[config.mk]
export PLATFORM = sky130hd
export DESIGN_NAME = mem_pwr_ladder
export DESIGN_NICKNAME = d
export VERILOG_FILES = /design/src/rtl/pwr_pkg.sv /design/src/rtl/pwr_idle_timer.sv /design/src/rtl/pwr_wake_timer.sv /design/src/rtl/mem_pwr_ladder.sv
export SDC_FILE = /design/constraint.sdc
export NUM_CORES = 1
export LEC_CHECK = 0
export CAP_MARGIN = 20
export CORE_UTILIZATION = 50
export CTS_BUF_LIST = sky130_fd_sc_hd__clkbuf_4
export CTS_CLUSTER_DIAMETER = 120
export DETAILED_ROUTE_END_ITERATION = 10
export PLACE_DENSITY = 0.76
export SYNTH_ARGS = -nofsm -noshare
export SYNTH_HDL_FRONTEND = slang
export SYNTH_SLANG_ARGS = --single-unit
[constraint.sdc]
create_clock -name clk -period 3.25 [get_ports clk]
set_input_delay 0.65 -clock clk [delete_from_list [all_inputs] [get_ports clk]]
set_output_delay 0.65 -clock clk [all_outputs]
set_load 0.005 [all_outputs]
[src/rtl/pwr_pkg.sv]
package pwr_pkg;
  typedef enum logic [1:0] {
    PM_ACTIVE  = 2'd0,
    PM_STANDBY = 2'd1,
    PM_NAP     = 2'd2,
    PM_PDOWN   = 2'd3
  } pm_e;

  typedef enum logic [1:0] {
    ENT_LADDER  = 2'd0,
    ENT_NAP     = 2'd1,
    ENT_STBY    = 2'd2,
    ENT_LADDER2 = 2'd3
  } entry_e;

  // Level reached after an idle expiry from the given level.
  function automatic pm_e lower_of(input pm_e cur, input entry_e sel);
    pm_e nxt;
    nxt = cur;
    if (cur == PM_ACTIVE) begin
      case (sel)
        ENT_NAP:  nxt = PM_NAP;
        ENT_STBY: nxt = PM_STANDBY;
        default:  nxt = PM_STANDBY;
      endcase
    end else if (cur == PM_STANDBY) begin
      nxt = PM_NAP;
    end else begin
      nxt = PM_PDOWN;
    end
    return nxt;
  endfunction
endpackage

[src/rtl/pwr_idle_timer.sv]
module pwr_idle_timer #(
  parameter int CNT_W = 16
) (
  input  logic             clk,
  input  logic             rst,
  input  logic             en,
  input  logic [CNT_W-1:0] limit,
  output logic             hit
);
  localparam int EXT_W = CNT_W + 1;

  logic [CNT_W-1:0] cnt_q;
  logic [EXT_W-1:0] next_cnt;

  assign next_cnt = {1'b0, cnt_q} + EXT_W'(1);
  assign hit = en && (limit != '0) && (next_cnt >= {1'b0, limit});

  always_ff @(posedge clk) begin
    if (rst || !en || hit) cnt_q <= '0;
    else                   cnt_q <= next_cnt[CNT_W-1:0];
  end

  // Counting restarts after any non-counting cycle
  assert_idle_restart_R4: assert property (@(posedge clk) disable iff (rst)
    !en |=> cnt_q == '0);
  // A zero limit never fires
  assert_zero_limit_R9: assert property (@(posedge clk) disable iff (rst)
    (limit == '0) |-> !hit);
endmodule

[src/rtl/pwr_wake_timer.sv]
module pwr_wake_timer #(
  parameter int LAT_W = 6
) (
  input  logic             clk,
  input  logic             rst,
  input  logic             start,
  input  logic [LAT_W-1:0] lat,
  output logic             busy,
  output logic             done
);
  logic [LAT_W-1:0] cnt_q;
  logic             busy_q;

  assign busy = busy_q;
  assign done = busy_q && (cnt_q == LAT_W'(1));

  always_ff @(posedge clk) begin
    if (rst) begin
      busy_q <= 1'b0;
      cnt_q  <= '0;
    end else if (start && !busy_q) begin
      busy_q <= 1'b1;
      cnt_q  <= lat - LAT_W'(1);
    end else if (busy_q) begin
      if (done) busy_q <= 1'b0;
      else      cnt_q  <= cnt_q - LAT_W'(1);
    end
  end

  assert_count_nonzero_R6: assert property (@(posedge clk) disable iff (rst)
    busy_q |-> cnt_q != '0);
endmodule

[src/rtl/mem_pwr_ladder.sv]
module mem_pwr_ladder
  import pwr_pkg::*;
#(
  parameter int CNT_W    = 16,
  parameter int LAT_STBY = 2,
  parameter int LAT_NAP  = 8,
  parameter int LAT_PDN  = 32
) (
  input  logic             clk,
  input  logic             rst,
  input  logic             req_valid,
  output logic             req_ready,
  input  logic [CNT_W-1:0] idle_limit,
  input  logic [1:0]       entry_sel,
  output logic [1:0]       mode_o,
  output logic             grant_o,
  output logic             stall_o
);
  localparam int LAT_MAX0 = (LAT_STBY > LAT_NAP) ? LAT_STBY : LAT_NAP;
  localparam int LAT_MAX  = (LAT_MAX0 > LAT_PDN) ? LAT_MAX0 : LAT_PDN;
  localparam int LAT_W    = $clog2(LAT_MAX + 1);

  initial begin
    if (LAT_STBY < 2 || LAT_NAP < 2 || LAT_PDN < 2)
      $error("wake latencies must be at least 2");
  end

  pm_e              mode_q;
  entry_e           sel;
  logic             idle_en, idle_hit;
  logic             wake_start, wake_busy, wake_done;
  logic [LAT_W-1:0] wake_lat;
  logic             may_descend;

  assign sel = entry_e'(entry_sel);

  always_comb begin
    case (mode_q)
      PM_STANDBY: wake_lat = LAT_W'(LAT_STBY);
      PM_NAP:     wake_lat = LAT_W'(LAT_NAP);
      default:    wake_lat = LAT_W'(LAT_PDN);
    endcase
  end

  always_comb begin
    if (mode_q == PM_ACTIVE)     may_descend = 1'b1;
    else if (mode_q == PM_PDOWN) may_descend = 1'b0;
    else                         may_descend = (sel == ENT_LADDER) || (sel == ENT_LADDER2);
  end

  assign idle_en    = !req_valid && !wake_busy && may_descend;
  assign wake_start = req_valid && (mode_q != PM_ACTIVE) && !wake_busy;

  pwr_idle_timer #(.CNT_W(CNT_W)) u_idle (
    .clk(clk), .rst(rst), .en(idle_en), .limit(idle_limit), .hit(idle_hit)
  );

  pwr_wake_timer #(.LAT_W(LAT_W)) u_wake (
    .clk(clk), .rst(rst), .start(wake_start), .lat(wake_lat),
    .busy(wake_busy), .done(wake_done)
  );

  always_ff @(posedge clk) begin
    if (rst)           mode_q <= PM_ACTIVE;
    else if (wake_done) mode_q <= PM_ACTIVE;
    else if (idle_hit) mode_q <= lower_of(mode_q, sel);
  end

  assign mode_o    = mode_q;
  assign req_ready = (mode_q == PM_ACTIVE);
  assign grant_o   = req_valid && req_ready;
  assign stall_o   = req_valid && !req_ready;

  assert_grant_in_active_R2: assert property (@(posedge clk) disable iff (rst)
    grant_o |-> (mode_o == 2'd0) && !stall_o);
  assert_no_drop_on_request_R3: assert property (@(posedge clk) disable iff (rst)
    req_valid |=> !(mode_o > $past(mode_o)));
  assert_pdown_hold_R5: assert property (@(posedge clk) disable iff (rst)
    (mode_o == 2'd3) && !req_valid && !wake_busy |=> mode_o == 2'd3);
  assert_wake_needed_R6: assert property (@(posedge clk) disable iff (rst)
    (mode_o != 2'd0) && !wake_busy |=> mode_o != 2'd0);
  assert_wake_blocks_R7: assert property (@(posedge clk) disable iff (rst)
    wake_busy |-> !req_ready);
  assert_direct_nap_stays_R8: assert property (@(posedge clk) disable iff (rst)
    (mode_o == 2'd2) && (entry_sel == 2'd1) && !req_valid && !wake_busy |=> mode_o == 2'd2);
endmodule

* Yosys cells after proc, flatten, opt, wreduce, memory -nomap -nowiden
Index checks and enable logic that the tools add are counted. Widths: inputs -> output; s select.
Storage, ports and cells: bits in registers 25
Operators by class: $add $sub $neg 3, magnitude comparators 1, eq/ne operators 7, mux-type cells 12, reductions and logical operators 24
Operators with widths (count):
- $mux 6 | 3
- $add 16x1->17 const B | 1
- $ge 17x16->1 | 1
- $reduce_bool 16->1 | 1
- $pmux 6 s2 | 1
- $sub 6x1->6 const B | 2
- $logic_and 1x1->1 | 10
- $eq 2x2->1 const B | 3
- $eq 6x1->1 const B | 1
- $mux 1 | 6
- $eq 2x1->1 const B | 2
- $logic_not 1->1 | 4
- $logic_not 2->1 | 2
- $mux 2 | 2
- $reduce_bool 2->1 | 2
- $logic_or 1x1->1 | 3
- $ne 2x2->1 const B | 1
- $reduce_and 2->1 | 1
- $reduce_or 2->1 | 1

* Logic depth before layout (Yosys ltp)
depth after elaboration 8, mapped depth 13

* Cells and area by module
Synthesis repeated with hierarchy kept, for this count alone.
Second synthesis, totals: cell total of the unflattened synthesis 247, area, all modules 2005.7 um2
Modules (own cells, without submodules):
- pwr_idle_timer | instances 1, cells each 155, area an instance 1251.2 um2
- pwr_wake_timer | instances 1, cells each 66, area an instance 516.7 um2
- mem_pwr_ladder | instances 1, cells each 26, area an instance 237.7 um2

* Least setup slack after synthesis
No wires, ideal clock.
kind reg2reg, start register u_idle.cnt_q[0], end register u_idle.cnt_q[11], library setup time 62 ps, arrival 2685 ps, required time 3188 ps, setup slack 504 ps, stages on the path, launching flop included 14, buffers on the path 1, cells stage by stage dfxtp_1 ha_1 nand3_1 nor3_4 and3_1 xor2_1 ha_1 nand3_1 nor3_1 a2111o_1 o21ai_4 nand3_4 buf_6 nor2b_2
Between the ends: longest elaborated chain between the ends 4
RTL lines:
- start: declaration | line pwr_idle_timer.sv:12 | logic [CNT_W-1:0] cnt_q;
- start signal: assignment | line pwr_idle_timer.sv:20 | else cnt_q <= next_cnt[CNT_W-1:0];
- $add 16x1->17 | line pwr_idle_timer.sv:15 | assign next_cnt = {1'b0, cnt_q} + EXT_W'(1);
- net u_idle.next_cnt[14] | line pwr_idle_timer.sv:13 | logic [EXT_W-1:0] next_cnt;
- $ge 17x16->1 | line pwr_idle_timer.sv:16 | assign hit = en && (limit != '0) && (next_cnt >= {1'b0, limit});
- $logic_and 1x1->1 | line pwr_idle_timer.sv:16
- $logic_or 1x1->1 | line pwr_idle_timer.sv:19 | if (rst || !en || hit) cnt_q <= '0;
The timed path passes the listed nets, and every way through them passes these cells. A chain may end at the register's enable or synchronous reset.

* Worst setup path in the final report
start register u_idle.cnt_q[0], end register u_idle.cnt_q[3]
Same word-level chain as after synthesis.

==> metrics.md <==
| Metric | Value |
|---|---|
| GRT Total Usage | 21.7% |
| Startpoint Class | flip-flop |
| Root buf cell | clkbuf_4 |
| DR WL met2 | 1780 um |
| Critical path buffers and inverters | 0 |
| Sequential area share after synthesis | between 20% and 30% |
| Multi-input combinational cell area | 1190 um2 |
| Post-Synthesis Cells | 212 |
| First drt pass iteration count | 4 |
| Die area | 3790 um2 |
| Largest net degree at the start of global routing | 17 |
| Status | finished clean |
| First-pass GRT wire length | between 6000 and 7000 um |
| Pwr per Cell Area | 248 nW/um2 |
| Gr ovfl total | 0 |
| Initial Util | 52.7% |
| Via-to-Cell Ratio | 5.36 |
| Finished Cell Area | 2130 um2 |
| VDD IR max | 201 uV |
| Initial antenna violation count | 0 |
| Final-report setup violation count | 0 |
| Via count | around 1500 |
| Worst-Margin Slew | 0.468 ns |
| IO Port Bufs | 25 |
| HP Class | reg -> reg |
| CP arrival | 3.32 ns |
| Hpwl dp | 3000 um |
| Nets | 287 |
| Filler cell count in the final layout | 321 |
| Layout cells sized above 1 | 9.50% |
| Period utilization | 93.5% |
| Instance area at placement | 2060 um2 |
| Max_slew headroom | 68.5% |
| Met1 wire length | around 2000 um |
| Final Hold Fails | 0 |
| CP max stage delay | about 0.4 ns |
| H-tree levels | 1 |
| Seq. cell area | about 500 um2 |
| Post-Syn Nets | 256 |
| CP max-delay cell | dfxtp_1 |
| Die height | 61.5 um |
| Post-synthesis average cell area | 8.36 um2 |
| CP endpoint kind | flip-flop |
| Drt initial violations | 60 |
| WL met3 | 109 um |
| Post-synthesis cell type count | 37 |
| WHS | between 0.4 and 0.5 ns |
| # DRC | 0 |
| Highest Clock Rate | 329 MHz |
| Warnings from Yosys | 0 |
| Clk pin slew, worst setup/hold paths | 0.16 ns |
| Final Max Slew Viols | 0 |
| Final WS setup | 0.212 ns |
| Final setup skew | 0.0125 ns |
| Layout area overhead | 20.5% |
| Highest metal used | met4 |
| Max Root-Sink Buffers | 2 |
| Clock latency on the worst-skew pair | about 0.33 ns |
| Die Wd | 61.5 um |
| Crit Path Category | reg -> reg |
| Antenna viol nets, final | 0 |
| Place WS | 0.160 ns |
| Power Total | roughly 0.00053 W |
| R2R Setup Slk | between 0.2 and 0.25 ns |
| Vias in the first global route | 1378 |
| Max Fanout on Critical Path | 8 |
| Clock sink count | 25 |
| Crit-path cells | ha_1, nand3_2, nor3_4, and3_1, xor2_2, ha_1, nand3_1, nor3_1, a2111o_1, o21ai_4, nand3_2, nor2b_1 |
| CTS tree | built |
| Minimum clock period | between 3 and 4 ns |
| Max Cap Violations | 0 |
| Antenna diode count | 0 |
| Wirelength, routed | 3910 um |
| Synth Register Bits | 25 |
| Core area | 3360 um2 |
| Clock buffer count from CTS | 3 |
| CP delay by family, top | simple AND/OR/NAND/NOR gates |
| GPL Wtd Cong | 0.818 |
| Cell row count | 21 |
| CP required | roughly 3.5 ns |
| Static Leakage | 0.952 nW |
| I/O pin count | 26 |
| Syn Std Cell Area | 1770 um2 |
| Drt wl/cell | 13.6 um |
## cell usage after synthesis (all sizes together)
| cell | n | area share (%) |
|---|---|---|
| nand2 | 10 | 2.1 |
| nor4 | 6 | 2.1 |
| o21ai | 7 | 2.6 |
| nor3 | 8 | 2.9 |
| or4 | 1 | 0.42 |
| o21a | 1 | 0.42 |
| a21oi | 13 | 3.7 |
| inv | 23 | 4.9 |
| nor2b | 18 | 7.5 |
| a211o | 1 | 0.49 |
| a311oi | 1 | 0.49 |
| ha | 23 | 16 |
| o311ai | 1 | 1.5 |
| a211oi | 1 | 0.42 |
| and3 | 6 | 2.1 |
| nor2 | 24 | 5.1 |
| buf | 3 | 1.1 |
| nand3 | 7 | 2.7 |
| a31oi | 1 | 0.35 |
| xor2 | 6 | 3.0 |
| and4 | 2 | 0.99 |
| xnor2 | 9 | 4.4 |
| o31ai | 1 | 0.42 |
| nand4 | 4 | 1.8 |
| nand2b | 2 | 0.71 |
| a21o | 3 | 1.3 |
| dfxtp | 25 | 28 |
| a2111o | 1 | 0.64 |
| or3 | 2 | 0.71 |
| and2 | 2 | 0.71 |
## through the flow
| step | instances | setup TNS, ns | utilization, % |
|---|---|---|---|
| floorplan | 212 | 0 | - |
| global placement | 280 | 0 | 61.2 |
| detailed placement | 280 | 0 | 61.2 |
| CTS | 284 | 0 | 62.1 |
| global route | 288 | -0.0107 | 63.5 |
| finish | 288 | 0 | 63.5 |
## cell usage in the layout (no fill, tap or decap), drive strengths merged, types with 2 or more instances in the layout
cell           synthesis  final
clkdlybuf4s50          0     25
nor2                  24     24
nand4                  4      4
and2                   2      2
xor2                   6      6
nand3                  7      8
xnor2                  9      9
and3                   6      6
nor3                   8      8
and4                   2      2
dfxtp                 25     25
inv                   23     23
nand2                 10     10
nor4                   6      6
clkbuf                 0      3
or3                    2      2
nand2b                 2      2
o21ai                  7      7
a21oi                 13     13
a21o                   3      3
nor2b                 18     18
ha                    23     23
buf                    3      3
## flip-flops by register name, indices dropped and copies added, names as in the netlist
| name | flops |
|---|---|
| u_wake.busy | 1 |
| u_wake.cnt_q | 6 |
| mode_o | 2 |
| u_idle.cnt_q | 16 |
## what timing repair did
action,4_1_cts,5_1_grt
endpoints found under the setup margin,0,17
hold buffers,0,0
setup buffers,0,3
resized for setup,0,2
## kinds of logic (layout without fill, tap and decap cells)
logic type | after synthesis | after routing | synth area share [%]
and+or+nand+nor | 92 | 93 | 29.8
AOI/OAI and AO/OA | 31 | 31 | 12.3
buffers and inverters | 26 | 55 | 6.00
DFF | 25 | 25 | 28.2
adders and majority gates | 23 | 23 | 16.2
xor gates and xnor gates | 15 | 15 | 7.42
## power by group
part / switching (W) / internal, W / leakage [nW]
clock: 0.000107 / 0.0000470 / 0.0139
sequential: 0.00000100 / 0.000308 / 0.202
combinational: 0.0000311 / 0.0000354 / 0.736
## cell type report
class | count | share of cell area, %
Sequential cell | 25 | 23.4
Multi-Input combinational cell | 162 | 55.6
Timing Repair Buffer | 28 | 12.8
Clock inverter | 1 | 0.352
Clock buffer | 3 | 1.06
Inverter | 23 | 4.04
Tap cell | 46 | 2.70
## final timing paths
path,from,endpoint,cells after the start
hold reg to reg,u_idle.cnt_q[0]$_SDFF_PP0_,u_idle.cnt_q[0]$_SDFF_PP0_,1
hold / removal,u_idle.cnt_q[0]$_SDFF_PP0_,u_idle.cnt_q[0]$_SDFF_PP0_,1
setup reg to reg,u_idle.cnt_q[0]$_SDFF_PP0_,u_idle.cnt_q[3]$_SDFF_PP0_,12
setup / recovery,u_idle.cnt_q[0]$_SDFF_PP0_,u_idle.cnt_q[3]$_SDFF_PP0_,12
## layer usage
metal | vias to the layer above | GRT usage (%)
met5 | - | 0
met4 | 0 | 3.81
met3 | 8 | 2.73
met2 | 34 | 37.3
met1 | 708 | 29.4
li1 | 795 | -
Power figures use the tool's default switching activity.
